`src/rtl/gpio_edge_pkg.sv`:
```
package gpio_edge_pkg;

  // Byte offsets of the register file (software-visible map)
  localparam logic [7:0] OFF_DIR = 8'h00;
  localparam logic [7:0] OFF_ODR = 8'h04;
  localparam logic [7:0] OFF_DAT = 8'h08;
  localparam logic [7:0] OFF_EVT = 8'h0C;
  localparam logic [7:0] OFF_MSK = 8'h10;
  localparam logic [7:0] OFF_EDG = 8'h14;
  localparam logic [7:0] OFF_IBE = 8'h18;

  typedef enum logic [2:0] {
    SEL_NONE,
    SEL_DIR,
    SEL_ODR,
    SEL_DAT,
    SEL_EVT,
    SEL_MSK,
    SEL_EDG,
    SEL_IBE
  } regSel_e;

  // Strobes from the decode to the datapath
  typedef struct packed {
    logic    wrDir;
    logic    wrOdr;
    logic    wrDat;
    logic    wrEvt;
    logic    wrMsk;
    logic    wrEdg;
    logic    wrIbe;
    regSel_e rdSel;
  } ctrlStrobe_t;

endpackage

```
`src/rtl/gpio_edge_ctrl.sv`:
```
module gpio_edge_ctrl
  import gpio_edge_pkg::*;
#(
  parameter int unsigned ADDR_W = 5
) (
  input  logic              busSel,
  input  logic              busWr,
  input  logic [ADDR_W-1:0] busAddr,
  output ctrlStrobe_t       strb
);

  regSel_e hitSel;

  // Full-address match: misaligned or out-of-map offsets select nothing
  always_comb begin
    case (busAddr)
      ADDR_W'(OFF_DIR): hitSel = SEL_DIR;
      ADDR_W'(OFF_ODR): hitSel = SEL_ODR;
      ADDR_W'(OFF_DAT): hitSel = SEL_DAT;
      ADDR_W'(OFF_EVT): hitSel = SEL_EVT;
      ADDR_W'(OFF_MSK): hitSel = SEL_MSK;
      ADDR_W'(OFF_EDG): hitSel = SEL_EDG;
      ADDR_W'(OFF_IBE): hitSel = SEL_IBE;
      default:          hitSel = SEL_NONE;
    endcase
  end

  logic doWr;
  logic doRd;
  assign doWr = busSel && busWr;
  assign doRd = busSel && !busWr;

  always_comb begin
    strb       = '0;
    strb.wrDir = doWr && (hitSel == SEL_DIR);
    strb.wrOdr = doWr && (hitSel == SEL_ODR);
    strb.wrDat = doWr && (hitSel == SEL_DAT);
    strb.wrEvt = doWr && (hitSel == SEL_EVT);
    strb.wrMsk = doWr && (hitSel == SEL_MSK);
    strb.wrEdg = doWr && (hitSel == SEL_EDG);
    strb.wrIbe = doWr && (hitSel == SEL_IBE);
    strb.rdSel = doRd ? hitSel : SEL_NONE;
  end

endmodule

```
`src/rtl/gpio_edge_dpath.sv`:
```
module gpio_edge_dpath
  import gpio_edge_pkg::*;
#(
  parameter int unsigned N = 32
) (
  input  logic         clk,
  input  logic         rstN,
  input  ctrlStrobe_t  strb,
  input  logic [N-1:0] wdata,
  input  logic [N-1:0] pinIn,
  output logic [N-1:0] pinOe,
  output logic [N-1:0] pinOut,
  output logic [N-1:0] rdata,
  output logic         irq
);

  logic [N-1:0] dirReg, odrReg, latReg, evtReg, mskReg, edgReg, ibeReg;
  logic [N-1:0] syncA, syncB, prevS;
  logic [N-1:0] pinBits, oeBits;

  // Line n <-> register bit N-1-n
  for (genvar n = 0; n < N; n++) begin : g_map
    assign pinBits[N-1-n] = pinIn[n];
    assign pinOe[n]       = oeBits[N-1-n];
    assign pinOut[n]      = latReg[N-1-n];
  end

  // Open-drain lines let go when their latch is high
  assign oeBits = dirReg & ~(odrReg & latReg);

  logic [N-1:0] riseBits, fallBits, hitBits, clrBits;
  assign riseBits = syncB & ~prevS;
  assign fallBits = ~syncB & prevS;
  assign hitBits  = fallBits | (riseBits & ~edgReg);
  assign clrBits  = strb.wrEvt ? wdata : '0;

  always_ff @(posedge clk) begin
    if (!rstN) begin
      syncA <= '0;
      syncB <= '0;
      prevS <= '0;
    end else begin
      syncA <= pinBits;
      syncB <= syncA;
      prevS <= syncB;
    end
  end

  always_ff @(posedge clk) begin
    if (!rstN) begin
      dirReg <= '0;
      odrReg <= '0;
      latReg <= '0;
      mskReg <= '0;
      edgReg <= '0;
      ibeReg <= '0;
    end else begin
      if (strb.wrDir) dirReg <= wdata;
      if (strb.wrOdr) odrReg <= wdata;
      if (strb.wrDat) latReg <= wdata;
      if (strb.wrMsk) mskReg <= wdata;
      if (strb.wrEdg) edgReg <= wdata;
      if (strb.wrIbe) ibeReg <= wdata;
    end
  end

  // A new edge wins over a clear aimed at the same bit
  always_ff @(posedge clk) begin
    if (!rstN) evtReg <= '0;
    else       evtReg <= (evtReg & ~clrBits) | hitBits;
  end

  logic [N-1:0] dataView;
  assign dataView = (latReg & dirReg) | (syncB & ibeReg & ~dirReg);

  always_comb begin
    case (strb.rdSel)
      SEL_DIR: rdata = dirReg;
      SEL_ODR: rdata = odrReg;
      SEL_DAT: rdata = dataView;
      SEL_EVT: rdata = evtReg;
      SEL_MSK: rdata = mskReg;
      SEL_EDG: rdata = edgReg;
      SEL_IBE: rdata = ibeReg;
      default: rdata = '0;
    endcase
  end

  assign irq = |(evtReg & mskReg);

endmodule

```
`src/rtl/gpio_edge_unit.sv`:
```
module gpio_edge_unit
  import gpio_edge_pkg::*;
#(
  parameter int unsigned N      = 32,
  parameter int unsigned ADDR_W = 5
) (
  input  logic              clk,
  input  logic              rstN,
  input  logic              busSel,
  input  logic              busWr,
  input  logic [ADDR_W-1:0] busAddr,
  input  logic [N-1:0]      busWdata,
  output logic [N-1:0]      busRdata,
  input  logic [N-1:0]      pinIn,
  output logic [N-1:0]      pinOe,
  output logic [N-1:0]      pinOut,
  output logic              irq
);

  ctrlStrobe_t strb;

  gpio_edge_ctrl #(.ADDR_W(ADDR_W)) u_ctrl (
    .busSel (busSel),
    .busWr  (busWr),
    .busAddr(busAddr),
    .strb   (strb)
  );

  gpio_edge_dpath #(.N(N)) u_dp (
    .clk   (clk),
    .rstN  (rstN),
    .strb  (strb),
    .wdata (busWdata),
    .pinIn (pinIn),
    .pinOe (pinOe),
    .pinOut(pinOut),
    .rdata (busRdata),
    .irq   (irq)
  );

endmodule

```
`config.mk`:
```
export PLATFORM = sky130hd
export DESIGN_NAME = gpio_edge_unit
export DESIGN_NICKNAME = d
export VERILOG_FILES = /design/src/rtl/gpio_edge_pkg.sv /design/src/rtl/gpio_edge_ctrl.sv /design/src/rtl/gpio_edge_dpath.sv /design/src/rtl/gpio_edge_unit.sv
export SDC_FILE = /design/constraint.sdc
export NUM_CORES = 1
export LEC_CHECK = 0
export BUFFER_PORTS_ARGS = -buffer_cell sky130_fd_sc_hd__buf_2
export CORE_UTILIZATION = 40
export CTS_CLUSTER_SIZE = 40
export DETAILED_ROUTE_END_ITERATION = 12
export PLACE_DENSITY = 0.59
export SYNTH_ARGS = -nofsm -noshare
export SYNTH_HDL_FRONTEND = slang
export SYNTH_SLANG_ARGS = --single-unit
```
`constraint.sdc`:
```
create_clock -name clk -period 2.15 [get_ports clk]
set_clock_uncertainty 0.15 [all_clocks]
set_input_delay 0.43 -clock clk [delete_from_list [all_inputs] [get_ports clk]]
set_output_delay 0.43 -clock clk [all_outputs]
set_load 0.01 [all_outputs]
```
==> results of run 1 <==
## final cells by class
type / count / area (µm²) / area share
multi-input combinational: 1220 / 7490 / 0.403
sequential: 320 / 6420 / 0.346
timing repair buffer: 335 / 2710 / 0.146
clock buffer: 55 / 1100 / 0.0590
tap: 461 / 577 / 0.0310
inverter: 49 / 184 / 0.00990
clock inverter: 9 / 98.8 / 0.00532
antenna: 1 / 2.50 / 0.000135
## worst register-to-register path: cells and delay by family, from the launching register on
family,cells,cell delay [ns]
flip-flops,1,0.40
AND/OR/NAND/NOR,1,0.20
AO/OA/AOI/OAI,2,0.19
buffers and inverters,1,0.08
## synth_stat cells, drive strengths merged, types with 33 or more instances
master	n
a21boi	256
a21oi	46
and2	96
buf	57
clkbuf	64
dfxtp	320
inv	49
mux2i	74
nand2	430
nor2b	33
nor3	42
o21ai	72
## kinds of logic after synthesis
family / Yosys count / share of synthesized area
flops: 320 / 0.442
buf+inv: 170 / 0.0542
compound gates: 461 / 0.230
simple gates: 684 / 0.222
mux: 75 / 0.0519
## layer usage
layer	vias to the layer above	track usage	wire (µm)
li1	6326	-	-
met1	6347	0.347	21300
met2	374	0.424	22100
met3	82	0.0449	3060
met4	2	0.0745	1140
met5	-	0	13
## repair_timing
action,CTS,global route
endpoints found under the hold margin,30,1
hold buffers,30,1
pin swaps,15,11
setup endpoints to repair,33,34
buffers inserted,4,1
gates resized for setup,59,23
cloned,2,0
## sequential cells by signal (all words and copies together) (netlist names)
signal       count
u_dp.ibeReg     32
u_dp.dirReg     32
u_dp.prevS      32
u_dp.latReg     32
u_dp.syncB      32
u_dp.mskReg     32
u_dp.edgReg     32
u_dp.evtReg     32
u_dp.syncA      32
u_dp.odrReg     32
## path summary, 6_finish.rpt
kind	from	endpoint	slack, ns	cells past startpoint
setup / recovery	u_dp.mskReg[12]	irq	-0.39	4
setup reg to reg	u_dp.syncB[12]	u_dp.evtReg[12]	1.06	4
hold / removal	busWdata[2]	u_dp.odrReg[2]	0.06	3
hold reg to reg	u_dp.syncA[28]	u_dp.syncB[28]	0.28	1
## report_power, final
| part | switching [µW] | total, µW | internal [µW] | leakage [µW] |
|---|---|---|---|---|
| Combinational | 553 | 1070 | 513 | 0.00423 |
| Clock | 2470 | 6220 | 3760 | 0.000592 |
| Sequential | 116 | 6180 | 6060 | 0.00261 |
| Total | 3130 | 13500 | 10300 | 0.00743 |
## through the flow
step	util	setup TNS, ns	hold slack (ns)	instances
2_1_floorplan	-	-2.60	0.262	1710
3_3_place_gp	0.469	-53.60	0.266	2348
3_5_place_dp	0.469	-56.75	0.268	2348
4_1_cts	0.521	-10.45	0.00376	2448
5_1_grt	0.522	-10.85	0.0599	2449
6_report	0.523	-9.99	0.0595	2450
==> impl_metrics.yaml, run 1 <==
setup_path:
  critPathTopFamily: "simple AND/OR/NAND/NOR gates"
  path_max_fanout: 2
  critPathCaptureType: "output pin"
  cp_cell_sequence: "a22oi_2 -> nand4_1 -> or4_4 -> buf_6"
  crit_buf_inv: 1
  crit_arrival_ns: 1.96
  worst-setup-path-type: "register to output pin"
  start_kind: "register"
  crit_slowest_cell: "or4_4"
  max_stage_delay_ns: 0.58
  required_ns: 1.57
grt:
  grt_pass1_wl_mm: 72.9
  grtUsageTotal: 0.259
  overflow: 0
  grt_pass1_vias: 12448
  grt_max_degree: 65
  antenna_found_initial: 3
cells_and_area:
  stdcell_area_um2: 18600
  mostFrequentLayoutCells: "nand2_1 (426), dfxtp_1 (305), a21boi_1 (192)"
  area_growth_pct: 28.3
  nets: 2036
  final_common_cell: "nand2_1"
  nFillCells: 3356
  drive_gt1_frac: 0.233
logic_synthesis:
  synth_area_per_cell_um2: 8.47
  synth_cell_type_count: 54
  synth_edf_count: 0
  synth_top_area_share: 0.442
  postSynth.asyncResetShare: 0
  synth_area_um2: 14500
  netlist_top_cells_area: "dfxtp_1 (44%), nand2_1 (11%), a21boi_1 (9.9%), mux2i_1 (5.1%), and2_1 (4.1%)"
  synth_flop_cell: "dfxtp_1"
  yosysTopAreaCell: "dfxtp_1"
  syn_nets: 1783
  syn-instance-count: 1710
  synth-seq-cells: 320
  yosys_warnings: 0
  synth.yosys.seq_area_share: 0.442
detailed_routing:
  ant_nets: 0
  drtIter0Drc: 913
  firstDrtPassIters: 5
  wl_per_cell_um: 19.4
  wirelength_mm: 47.6
  via_per_inst: 5.36
  via_count: 13131
  drcViolationCount: 0
timing:
  fin_crit_ns: 2.54
  finalCritPeriodShare: 1.18
  rsz0062_at_grt: "true"
  hold_viol: 0
  setup-violations-final: 33
  worstMarginPinSlew_ns: 0.471
  max_freq_mhz: 394
  finalMaxSlewViolations: 0
  relSlewSlack: 0.686
  setup_slack_ns: -0.388
floorplanning:
  fp.dieH_um: 192
  fp.dieW_um: 192
  io_pins: 170
  initial_core_util: 0.407
  rows: 69
  core_um2: 35600
  die-area_um2: 37000
clock_tree:
  clk_pin_slew_ns: 0.06
  cts_tree: "done"
  cts_made_buffers: 37
  cts-root-buf: "clkbuf_16"
  cts.sinks: 320
  htreeDepth: 2
  cts_max_path_buffers: 3
  clock_latency_ns: 0.53
placement:
  place_congestion: 0.867
  place_ws_ns: -0.446
  placed_cell_area_um2: 16700
  port_buffers: 169
  dp_hpwl_mm: 33.2
run:
  max_cap_violations: 0
status:
  violations: "negative setup slack"
  outcome: "complete, but fails checks"
power:
  p_leak_uw: 0.00743
  p_per_area_nw_per_um2: 725
  power_uw: 13500
  ir_drop_mv: 0.508
worst_hold_path:
  hp-class: "input pin to register"
Note: power is estimated with default switching activity, not from simulation.
==> inputs of run 2 (changes only) <==
--- a/config.mk
+++ b/config.mk
@@ -9,7 +9,7 @@
 export CORE_UTILIZATION = 40
 export CTS_CLUSTER_SIZE = 40
 export DETAILED_ROUTE_END_ITERATION = 12
-export PLACE_DENSITY = 0.59
+export PLACE_DENSITY = 0.56
 export SYNTH_ARGS = -nofsm -noshare
 export SYNTH_HDL_FRONTEND = slang
 export SYNTH_SLANG_ARGS = --single-unit
==> constraint.sdc (replaced) <==
create_clock -name clk -period 3.13 [get_ports clk]
set_clock_uncertainty 0.15 [all_clocks]
set_input_delay 0.626 -clock clk [delete_from_list [all_inputs] [get_ports clk]]
set_output_delay 0.626 -clock clk [all_outputs]
set_load 0.01 [all_outputs]
==> impl_metrics.yaml, run 2 (same netlist as run 1, synthesis figures left out) <==
clock_tree:
  ctsResizeCount: 0
  cts.sinks: 320
  cts-root-buf: "clkbuf_16"
  cts_tree: "done"
  clock_latency_ns: 0.52
  cts_hold_buffers: 0
  cts_setup_buffers: 0
  clk_pin_slew_ns: 0.06
  htreeDepth: 2
  cts_made_buffers: 37
  cts_max_path_buffers: 3
detailed_routing:
  firstDrtPassIters: 5
  m1WireLength_mm: 20.8
  via_per_inst: 5.44
  routed.top_layer: "met5"
  ant_nets: 0
  drtIter0Drc: 720
  wirelength_mm: 46.5
  drcViolationCount: 0
  wl_per_cell_um: 19.8
  via_count: 12790
  route.met2.wl_mm: 21.4
  wl_met3_mm: 2.93
power:
  p_leak_uw: 0.00667
  p_per_area_nw_per_um2: 530
  ir_drop_mv: 0.333
  power_uw: 9080
floorplanning:
  io_pins: 170
  die-area_um2: 37000
  core_um2: 35600
  rows: 69
  fp.dieH_um: 192
  fp.dieW_um: 192
  initial_core_util: 0.407
setup_path:
  path_max_fanout: 6
  max_stage_delay_ns: 0.66
  path_common_cell: "buf_2"
  r2r-end: "u_dp.evtReg[12]"
  required_ns: 2.35
  reg2reg_slack_ns: 2.05
  reg2reg_from: "u_dp.syncB[12]"
  crit_arrival_ns: 2.27
  start_kind: "input pin"
  crit_slowest_cell: "or4b_1"
  r2r_cells: 4
  cp_cell_sequence: "buf_2 -> or4b_1 -> a31o_2 -> a21oi_1 -> o311a_1 -> buf_2"
  critPathCaptureType: "output pin"
  worst-setup-path-type: "input pin to output pin"
grt:
  grtUsageTotal: 0.252
  grt_pass1_vias: 11972
  grt_max_degree: 85
  antenna_found_initial: 2
  overflow: 0
  grt_pass1_wl_mm: 71.1
status:
  outcome: "completed"
timing:
  finalMaxSlewViolations: 0
  worstMarginPinSlew_ns: 0.511
  relSlewSlack: 0.660
  setup-violations-final: 0
  setup_tns_ns: 0
  finalCritPeriodShare: 0.973
  rsz0062_at_grt: "false"
  fin_crit_ns: 3.04
  max_freq_mhz: 328
  hold_viol: 0
cells_and_area:
  nets: 1934
  area_growth_pct: 18.2
  final_common_cell: "nand2_1"
  drive_gt1_frac: 0.175
  mostFrequentLayoutCells: "nand2_1 (430), dfxtp_1 (320), a21boi_1 (191)"
worst_hold_path:
  hold_depth: 2
  hold-path-endpoint: "u_dp.syncA[25]"
  hp-class: "input pin to register"
  hp-start: "pinIn[6]"
placement:
  dp_hpwl_mm: 31.8
  port_buffers: 169
  place_congestion: 0.878
run:
  max_cap_violations: 0
==> run 2: changes by cell type in the layout (fill, tap and decap cells not counted), moves of 18 or more <==
cell	previous run	this run
buf_4	109	58
dlygate4sd3_1	31	0
buf_6	29	1
a32o_1	2	23
buf_2	137	167
buf_12	24	6
a32o_2	21	0
==> run 2: through the flow <==
stage | worst slack [ns] | utilization | hold slack (ns) | area [µm²] | instances
2_1_floorplan | 0.356 | - | 0.262 | 14500 | 1710
3_3_place_gp | 0.129 | 0.448 | 0.265 | 15900 | 2283
3_5_place_dp | 0.123 | 0.448 | 0.267 | 15900 | 2283
4_1_cts | 0.0957 | 0.481 | 0.146 | 17100 | 2348
5_1_grt | 0.0582 | 0.481 | 0.156 | 17100 | 2348
6_report | 0.0851 | 0.481 | 0.157 | 17100 | 2350
==> run 2: power breakdown <==
| group | internal [µW] | leakage [µW] | total (µW) | switching [µW] |
|---|---|---|---|---|
| Clock | 2550 | 0.000586 | 4240 | 1690 |
| Sequential | 4160 | 0.00260 | 4240 | 80.5 |
| Combinational | 243 | 0.00348 | 590 | 347 |
==> run 2: worst max-delay path: cells and delay by family <==
family / cells / cell delay, ns
AO/OA/AOI/OAI: 3 / 0.70
buffers and inverters: 2 / 0.28
AND/OR/NAND/NOR: 1 / 0.66
==> run 2: routing by layer <==
| layer | up-vias | track usage |
|---|---|---|
| met5 | - | 0 |
| met3 | 89 | 0.0382 |
| met4 | 2 | 0.0860 |
| met1 | 6162 | 0.342 |
| met2 | 424 | 0.407 |
| li1 | 6113 | - |
==> run 2: worst max-delay path by stage <==
stage | startpoint | endpoint | slack [ns] | depth (start not counted)
3_5_place_dp | busWr | busRdata[3] | 0.12 | 6
4_1_cts | busWr | busRdata[3] | 0.1 | 6
5_1_grt | busWr | busRdata[3] | 0.06 | 6
2_1_floorplan | busAddr[1] | busRdata[13] | 0.36 | 6
3_3_place_gp | busWr | busRdata[3] | 0.13 | 6
6_report | busWr | busRdata[3] | 0.09 | 6
==> run 2: area by class of cell <==
cell class	instances	area (µm²)
inverter	49	184
fill	3543	18500
clock buffer	58	1130
antenna	2	5.00
tap	461	577
timing repair buffer	233	1420
multi-input combinational	1220	7330
clock inverter	7	66.3
sequential	320	6410
==> inputs of run 3 (changes only) <==
--- a/config.mk
+++ b/config.mk
@@ -6,10 +6,13 @@
 export NUM_CORES = 1
 export LEC_CHECK = 0
 export BUFFER_PORTS_ARGS = -buffer_cell sky130_fd_sc_hd__buf_2
+export CELL_PAD_IN_SITES_DETAIL_PLACEMENT = 1
+export CELL_PAD_IN_SITES_GLOBAL_PLACEMENT = 1
 export CORE_UTILIZATION = 40
 export CTS_CLUSTER_SIZE = 40
 export DETAILED_ROUTE_END_ITERATION = 12
-export PLACE_DENSITY = 0.56
+export PLACE_DENSITY = 0.72
+export SLEW_MARGIN = 20
 export SYNTH_ARGS = -nofsm -noshare
 export SYNTH_HDL_FRONTEND = slang
 export SYNTH_SLANG_ARGS = --single-unit
==> impl_metrics.yaml, run 3 (same netlist as run 1, synthesis figures left out) <==
detailed_routing:
  via_count: 12943
  drcViolationCount: 0
  firstDrtPassIters: 4
  ant_nets: 0
  drtIter0Drc: 653
  via_per_inst: 5.53
  wl_per_cell_um: 21.5
  wirelength_mm: 50.2
placement:
  port_buffers: 169
  place_congestion: 0.860
  dp_hpwl_mm: 33.8
  place_ws_ns: 0.0494
floorplanning:
  fp.dieH_um: 192
  rows: 69
  io_pins: 170
  die-area_um2: 37000
  fp.dieW_um: 192
  initial_core_util: 0.407
  core_um2: 35600
timing:
  setup_tns_ns: 0
  setup-violations-final: 0
  setup_slack_ns: 0.0461
  relSlewSlack: 0.680
  rsz0062_at_grt: "false"
  max_freq_mhz: 324
  worstMarginPinSlew_ns: 0.475
  finalMaxSlewViolations: 0
  hold_viol: 0
  finalCritPeriodShare: 0.985
  fin_crit_ns: 3.08
power:
  p_leak_uw: 0.00664
  ir_drop_mv: 0.392
  p_per_area_nw_per_um2: 528
cells_and_area:
  mostFrequentLayoutCells: "nand2_1 (430), dfxtp_1 (320), a21boi_1 (191)"
  drive_gt1_frac: 0.173
  nets: 1928
  nFillCells: 4262
  final_common_cell: "nand2_1"
  area_growth_pct: 18.0
clock_tree:
  cts.sinks: 320
  htreeDepth: 2
  cts_setup_buffers: 0
  ctsResizeCount: 0
  clock_latency_ns: 0.52
  cts_tree: "done"
  cts_max_path_buffers: 3
  cts-root-buf: "clkbuf_16"
  cts_hold_buffers: 0
  cts_made_buffers: 37
  clk_pin_slew_ns: 0.06
setup_path:
  start_kind: "input pin"
  crit_slowest_cell: "or4b_1"
  worst-setup-path-type: "input pin to output pin"
  path_common_cell: "buf_2"
  required_ns: 2.35
  critPathCaptureType: "output pin"
  cp_cell_sequence: "buf_2 -> or4b_1 -> nor2_2 -> buf_4 -> a32o_1 -> buf_2"
  crit_arrival_ns: 2.31
  max_stage_delay_ns: 0.66
  path_max_fanout: 7
grt:
  antenna_found_initial: 2
  grt_pass1_vias: 13359
  grt_pass1_wl_mm: 77.7
  grtUsageTotal: 0.275
  grt_max_degree: 111
  overflow: 0
worst_hold_path:
  hp-class: "input pin to register"
status:
  outcome: "completed"
run:
  max_cap_violations: 0
[run 3: per-layer routing]
layer / vias to the layer above / routed length (µm) / track usage
li1: 6106 / - / -
met1: 6423 / 22500 / 0.362
met2: 324 / 24100 / 0.469
met3: 88 / 2450 / 0.0351
met4: 2 / 1210 / 0.0787
met5: - / 13 / 0
[run 3: layout make-up]
class	instances	area, µm²	share of cell area
flip-flops and latches	320	6410	0.375
clock buffers	51	1070	0.0627
multi-input cells	1220	7330	0.429
diodes	2	5.00	0.000293
well taps	461	577	0.0337
repair buffers	227	1430	0.0839
clock inverters	10	81.3	0.00476
inverters	49	184	0.0108
[run 3: worst paths after layout]
| check | start | end | slack, ns | depth (start not counted) |
|---|---|---|---|---|
| max | busWr | busRdata[23] | 0.05 | 6 |
| min | pinIn[9] | u_dp.syncA[22] | 0.16 | 2 |
| max reg2reg | u_dp.syncB[14] | u_dp.evtReg[14] | 2.05 | 4 |
| min reg2reg | u_dp.syncA[23] | u_dp.syncB[23] | 0.28 | 1 |
[run 3: worst max-delay path: cells and delay by family]
family | cells | cell delay, ns
compound gates | 1 | 0.19
buf+inv | 3 | 0.52
simple gates | 2 | 0.98
[run 3: report_power, final]
group	leakage (µW)	total (µW)	internal, µW	switching, µW
combinational	0.00347	602	246	356
sequential	0.00260	4250	4160	83.5
clock	0.000571	4170	2460	1710
[run 3: metrics by stage]
| step | area (µm²) | power, µW | std cells | utilization | hold slack, ns |
|---|---|---|---|---|---|
| 5_1_grt | 17100 | 9340 | 2339 | 0.480 | 0.147 |
| 6_report | 17100 | 9020 | 2340 | 0.481 | 0.158 |
| 2_1_floorplan | 14500 | 4650 | 1710 | - | 0.262 |
| 3_3_place_gp | 15900 | 4920 | 2277 | 0.448 | 0.267 |
| 4_1_cts | 17100 | 9110 | 2338 | 0.480 | 0.137 |
| 3_5_place_dp | 15900 | 4930 | 2277 | 0.448 | 0.271 |
